==> config.mk <==
export PLATFORM = sky130hd
export DESIGN_NAME = sig_mute_sleep_ctrl
export DESIGN_NICKNAME = d
export VERILOG_FILES = /design/src/rtl/sms_pkg.sv /design/src/rtl/sms_carrier_det.sv /design/src/rtl/sms_sleep_fsm.sv /design/src/rtl/sms_out_arb.sv /design/src/rtl/sig_mute_sleep_ctrl.sv
export SDC_FILE = /design/constraint.sdc
export NUM_CORES = 1
export LEC_CHECK = 0
export BUFFER_PORTS_ARGS = -buffer_cell sky130_fd_sc_hd__buf_2
export CORE_MARGIN = 4
export CORE_UTILIZATION = 50
export DETAILED_ROUTE_END_ITERATION = 7
export GPL_ROUTABILITY_DRIVEN = 0
export PLACE_DENSITY = 0.7
export SLEW_MARGIN = 0
export SYNTH_ARGS = -nofsm -noshare
export SYNTH_HDL_FRONTEND = slang
export SYNTH_HIERARCHICAL = 1
export SYNTH_SLANG_ARGS = --single-unit
==> constraint.sdc <==
create_clock -name clk -period 2.1 [get_ports clk]
set_input_delay 0.42 -clock clk [delete_from_list [all_inputs] [get_ports clk]]
set_output_delay 0.42 -clock clk [all_outputs]
set_load 0.01 [all_outputs]
==> src/rtl/sms_pkg.sv <==
package sms_pkg;

    typedef enum logic [0:0] {
        PS_AWAKE  = 1'b0,
        PS_ASLEEP = 1'b1
    } pwr_state_e;

    typedef struct packed {
        logic mute;
        logic drive_one;
        logic bypass;
        logic pwr_on;
    } drv_ctrl_t;

    function automatic int unsigned us_to_cycles(input int unsigned khz,
                                                 input int unsigned us);
        return (khz * us) / 1000;
    endfunction

    function automatic int unsigned max2(input int unsigned a, input int unsigned b);
        return (a > b) ? a : b;
    endfunction

endpackage

==> src/rtl/sms_carrier_det.sv <==
module sms_carrier_det (
    input  logic clk,
    input  logic rst,
    input  logic energy_i,
    input  logic thresh_i,
    output logic cd_o
);
    logic cd_q;

    always_ff @(posedge clk) begin
        if (rst) cd_q <= 1'b1;
        else     cd_q <= ~energy_i | thresh_i;
    end

    assign cd_o = cd_q;

    AST_NO_ENERGY_CD: assert property (@(posedge clk) disable iff (rst)
        !energy_i |=> cd_q);
    AST_CLEAN_NO_CD: assert property (@(posedge clk) disable iff (rst)
        (energy_i && !thresh_i) |=> !cd_q);
endmodule

==> src/rtl/sms_sleep_fsm.sv <==
module sms_sleep_fsm
    import sms_pkg::*;
#(
    parameter int unsigned DOWN_CYC = 30000,
    parameter int unsigned WAKE_CYC = 1000000
) (
    input  logic clk,
    input  logic rst,
    input  logic cd_i,
    input  logic auto_sleep_i,
    input  logic force_sleep_i,
    output logic awake_o
);
    localparam int unsigned LIM_MAX = max2(DOWN_CYC, WAKE_CYC);
    localparam int unsigned CNT_W   = $clog2(LIM_MAX + 1);
    localparam logic [CNT_W-1:0] DOWN_LAST = CNT_W'(DOWN_CYC - 1);
    localparam logic [CNT_W-1:0] WAKE_LAST = CNT_W'(WAKE_CYC - 1);

    pwr_state_e       state;
    logic [CNT_W-1:0] cnt;
    logic             want;

    assign want = force_sleep_i | (auto_sleep_i & cd_i);

    always_ff @(posedge clk) begin
        if (rst) begin
            state <= PS_AWAKE;
            cnt   <= '0;
        end else begin
            case (state)
                PS_AWAKE: begin
                    if (force_sleep_i) begin
                        state <= PS_ASLEEP;
                        cnt   <= '0;
                    end else if (want) begin
                        if (cnt == DOWN_LAST) begin
                            state <= PS_ASLEEP;
                            cnt   <= '0;
                        end else begin
                            cnt <= cnt + 1'b1;
                        end
                    end else begin
                        cnt <= '0;
                    end
                end
                default: begin
                    if (!want) begin
                        if (cnt == WAKE_LAST) begin
                            state <= PS_AWAKE;
                            cnt   <= '0;
                        end else begin
                            cnt <= cnt + 1'b1;
                        end
                    end else begin
                        cnt <= '0;
                    end
                end
            endcase
        end
    end

    assign awake_o = (state == PS_AWAKE);

    AST_FORCE_SLEEP: assert property (@(posedge clk) disable iff (rst)
        force_sleep_i |=> (state == PS_ASLEEP));
    AST_NO_AUTO_SLEEP: assert property (@(posedge clk) disable iff (rst)
        (state == PS_AWAKE && !auto_sleep_i && !force_sleep_i) |=> (state == PS_AWAKE));
    AST_STAY_ASLEEP: assert property (@(posedge clk) disable iff (rst)
        (state == PS_ASLEEP && want) |=> (state == PS_ASLEEP));
    AST_CNT_BOUND: assert property (@(posedge clk) disable iff (rst)
        cnt < CNT_W'(LIM_MAX));
endmodule

==> src/rtl/sms_out_arb.sv <==
module sms_out_arb
    import sms_pkg::*;
(
    input  logic      awake_i,
    input  logic      cd_i,
    input  logic      mute_pin_i,
    input  logic      auto_mute_i,
    input  logic      bypass_req_i,
    output drv_ctrl_t ctrl_o
);
    logic mute_act;

    assign mute_act = mute_pin_i | (auto_mute_i & cd_i);

    always_comb begin
        if (!awake_i) begin
            ctrl_o.mute      = 1'b1;
            ctrl_o.drive_one = 1'b0;
            ctrl_o.bypass    = 1'b0;
            ctrl_o.pwr_on    = 1'b0;
        end else begin
            ctrl_o.mute      = mute_act;
            ctrl_o.drive_one = mute_act;
            ctrl_o.bypass    = bypass_req_i & ~mute_act;
            ctrl_o.pwr_on    = 1'b1;
        end
    end
endmodule

==> src/rtl/sig_mute_sleep_ctrl.sv <==
module sig_mute_sleep_ctrl
    import sms_pkg::*;
#(
    parameter int unsigned CLK_FREQ_KHZ = 200000,
    parameter int unsigned DOWN_TIME_US = 150,
    parameter int unsigned WAKE_TIME_US = 5000
) (
    input  logic clk,
    input  logic rst,
    input  logic energy_det_i,
    input  logic thresh_hit_i,
    input  logic mute_pin_i,
    input  logic auto_mute_en_i,
    input  logic auto_sleep_i,
    input  logic force_sleep_i,
    input  logic bypass_req_i,
    output logic cd_o,
    output logic out_mute_o,
    output logic out_force_one_o,
    output logic pwr_en_o,
    output logic bypass_en_o
);
    localparam int unsigned DOWN_CYC = us_to_cycles(CLK_FREQ_KHZ, DOWN_TIME_US);
    localparam int unsigned WAKE_CYC = us_to_cycles(CLK_FREQ_KHZ, WAKE_TIME_US);

    logic      cd_w;
    logic      awake_w;
    drv_ctrl_t ctrl_w;

    sms_carrier_det u_cd (
        .clk      (clk),
        .rst      (rst),
        .energy_i (energy_det_i),
        .thresh_i (thresh_hit_i),
        .cd_o     (cd_w)
    );

    sms_sleep_fsm #(
        .DOWN_CYC (DOWN_CYC),
        .WAKE_CYC (WAKE_CYC)
    ) u_sleep (
        .clk           (clk),
        .rst           (rst),
        .cd_i          (cd_w),
        .auto_sleep_i  (auto_sleep_i),
        .force_sleep_i (force_sleep_i),
        .awake_o       (awake_w)
    );

    sms_out_arb u_arb (
        .awake_i      (awake_w),
        .cd_i         (cd_w),
        .mute_pin_i   (mute_pin_i),
        .auto_mute_i  (auto_mute_en_i),
        .bypass_req_i (bypass_req_i),
        .ctrl_o       (ctrl_w)
    );

    assign cd_o            = cd_w;
    assign out_mute_o      = ctrl_w.mute;
    assign out_force_one_o = ctrl_w.drive_one;
    assign bypass_en_o     = ctrl_w.bypass;
    assign pwr_en_o        = ctrl_w.pwr_on;

    AST_SLEEP_WINS: assert property (@(posedge clk) disable iff (rst)
        !pwr_en_o |-> (out_mute_o && !out_force_one_o && !bypass_en_o));
    AST_MUTE_OVER_BYPASS: assert property (@(posedge clk) disable iff (rst)
        out_force_one_o |-> !bypass_en_o);
    AST_MANUAL_MUTE: assert property (@(posedge clk) disable iff (rst)
        (mute_pin_i && pwr_en_o) |-> (out_force_one_o && out_mute_o));
    AST_AUTO_MUTE: assert property (@(posedge clk) disable iff (rst)
        (auto_mute_en_i && cd_o && pwr_en_o) |-> out_force_one_o);
endmodule

==> flow_metrics.env <==
export IMPL_netlist_area_sq_um=1120
export IMPL_finClkSkew_ns=0.00191
export IMPL_cts_htree_levels=1
export IMPL_cts_path_max_buffers=2
export IMPL_die_area_sq_um=3070
export IMPL_cts_root_buf="clkbuf_4"
export IMPL_num_rows=16
export IMPL_drive_gt1_share_pct=24.7
export IMPL_drtIter0Drc=49
export IMPL_seq_area_frac_synth_pct=39.2
export IMPL_wirelength_microns=2490
export IMPL_place_port_buffers=13
export IMPL_ys_seq_elements=22
export IMPL_outcome="finished, final reports clean"
export IMPL_avgSynthCellArea_sq_um=8.91
export IMPL_pin_count=14
export IMPL_worst_path_max_fanout=8
export IMPL_synth_adder_area_share_pct=1.11
export IMPL_fin_area_sq_um=1310
export IMPL_fin_crit_sh_pct=92.8
export IMPL_area_delta_synth_final_pct=16.3
export IMPL_coreArea_sq_um=2040
export IMPL_p_leak_nw=0.429
export IMPL_wire_per_inst_microns=14.4
export IMPL_post_route_drc_count=0
export IMPL_p_seq_share_pct=61.3
export IMPL_finalHoldViolations=0
export IMPL_dr_pass1_iters=5
export IMPL_syn_nets=136
export IMPL_nets=157
export IMPL_worst_slew_pin_slew_ns=0.448
export IMPL_slew_headroom_pct=69.7
export IMPL_ys_warn_count=6
export IMPL_slew_violations=0
export IMPL_cp_required_ns=2.33
export IMPL_swShare_pct=21.3
export IMPL_start_kind="flop"
export IMPL_die_w_microns=55.4
export IMPL_rsz0062_at_grt="no"
export IMPL_pre_cts_slack_ns=0.131
export IMPL_min_period_ns=1.95
export IMPL_synth_compound_area_share_pct=17.7
export IMPL_synthMuxAreaShare_pct=0
export IMPL_setup_viol=0
export IMPL_start_util_pct=55.0
export IMPL_grt_total_usage_pct=16.9
export IMPL_vias=1029
export IMPL_internal_power_mw=0.545
export IMPL_pwr_share_clk_pct=32.9
export IMPL_synth_top_family_by_area="simple AND/OR/NAND/NOR gates"
export IMPL_numCtsBuffers=3
export IMPL_async_flop_share_pct=0
export IMPL_synth_edf_count=0
export IMPL_synth_simple_area_share_pct=29.2
export IMPL_place_area_sq_um=1250
export IMPL_clkSlewWorstSetupHoldPaths_ns=0.12
export IMPL_grt_overflow=0
export IMPL_tritoncts="built"
export IMPL_hpwl_microns=1780
export IMPL_setup_ws_ns=0.152
export IMPL_final_cell_mix="dfxtp_1, buf_2, a21oi_1, buf_4, nand3_1"
export IMPL_synthCells=126
export IMPL_clk_latency_ns=0.30
export IMPL_vias_per_cell=5.95
export IMPL_crit_arrival_ns=2.17
export IMPL_powerDensity_nw_per_um2=530
export IMPL_worstSetupPathType="flop to flop"
export IMPL_clock_sinks=22
export IMPL_ir_drop_mv=0.369
export IMPL_finalSetupTns_ns=0
export IMPL_comb_power_share_pct=5.8
export IMPL_first_global_vias=971
export IMPL_yosysUniqueCellTypes=36
export IMPL_antenna_found_initial=0
export IMPL_grt_pass1_wl_microns=4330
export IMPL_die_h_microns=55.4
export IMPL_synth_xor_area_share_pct=8.58
export IMPL_switching_power_mw=0.147
export IMPL_drv_cap=0
export IMPL_min_path_type="input port to flop"
export IMPL_cp_end_kind="flop"
export IMPL_ant_nets=0
export IMPL_grt_max_degree=16
export IMPL_diodes=0
export IMPL_fmax_ghz=0.513
export IMPL_final_common_cell="dfxtp_1"
export IMPL_synth_flop_cell="dfxtp_1"
worst paths after layout:
kind	startpoint	end	slack, ns	cells past startpoint
worst max register to register	u_sleep/cnt[7]$_SDFF_PP0_	u_sleep/cnt[15]$_SDFF_PP0_	0.15	4
worst min-delay path	thresh_hit_i	u_cd/cd_o$_SDFF_PP1_	0.30	2
worst min register to register	u_sleep/cnt[0]$_SDFF_PP0_	u_sleep/cnt[0]$_SDFF_PP0_	0.51	1
worst max-delay path	u_sleep/cnt[7]$_SDFF_PP0_	u_sleep/cnt[15]$_SDFF_PP0_	0.15	4
cell families (layout without fill, tap and decap cells):
kind of cell | count (synthesis) | count (layout)
xor+xnor | 11 | 11
buf+inv | 11 | 31
flops | 22 | 22
simple gates | 50 | 50
compound gates | 31 | 31
fa+ha+maj | 1 | 1
flip-flops by register name, summed over array words and instances (netlist names):
name	flops
u_sleep/cnt	20
u_cd/cd_o	1
u_sleep/state	1
synthesized netlist by cell type (all sizes together) (2+ instances only):
cell type,number,area [sq um]
or3,5,33.8
inv,4,15.0
clkbuf,5,18.8
nor2,2,7.51
nand4,5,37.5
nor3,2,10.0
xnor2,5,43.8
xor2,6,52.6
o21ai,6,30.0
and4,2,17.5
buf,2,12.5
a21oi,13,68.8
nor4b,6,52.6
and3,3,20.0
a22oi,7,62.6
nand3,8,40.0
dfxtp,22,440
or4,4,30.0
nand2,6,22.5
o31ai,3,22.5
worst max-delay path, cell delays in order (launching register included):
cell and delay, ns:
dfxtp_1 0.47, nand4_1 0.16, or4_4 0.59, or3_2 0.47, a22oi_1 0.18
power by group through the flow:
stage	Clock, mW	Sequential [mW]	Combinational (mW)
after floorplan	0	0.433	0.0211
after global placement	0	0.433	0.0389
after detailed placement	0	0.434	0.0401
after CTS	0.237	0.424	0.0402
after global routing	0.261	0.425	0.0441
final	0.228	0.424	0.0400
layout make-up:
cell class / instances / area, sq um
fillers: 201 / 737
multi-input cells: 93 / 639
flip-flops and latches: 22 / 440
repair buffers: 23 / 140
clock buffers: 4 / 36.3
well taps: 27 / 33.8
inverters: 4 / 15.0
through the flow:
| stage | hold WS (ns) | util, % | power (mW) | instances |
|---|---|---|---|---|
| floorplan | 0.450 | - | 0.454 | 126 |
| global placement | 0.474 | 61.2 | 0.472 | 167 |
| detailed placement | 0.487 | 61.2 | 0.474 | 167 |
| CTS | 0.285 | 63.0 | 0.702 | 171 |
| global route | 0.301 | 63.9 | 0.730 | 173 |
| finish | 0.296 | 63.9 | 0.692 | 173 |
metal layers:
metal	routed length, microns	vias to the layer above	GRT usage [%]
met1	1190	493	22.8
li1	-	512	-
met3	114	2	2.10
met4	12	0	6.25
met5	0	-	0
met2	1180	22	27.4
what timing repair did:
action,CTS,global route
endpoints found under the setup margin,0,5
resized for setup,0,1
hold buffers,0,0
buffers inserted,0,2
Note: power is estimated with default switching activity, not from simulation.
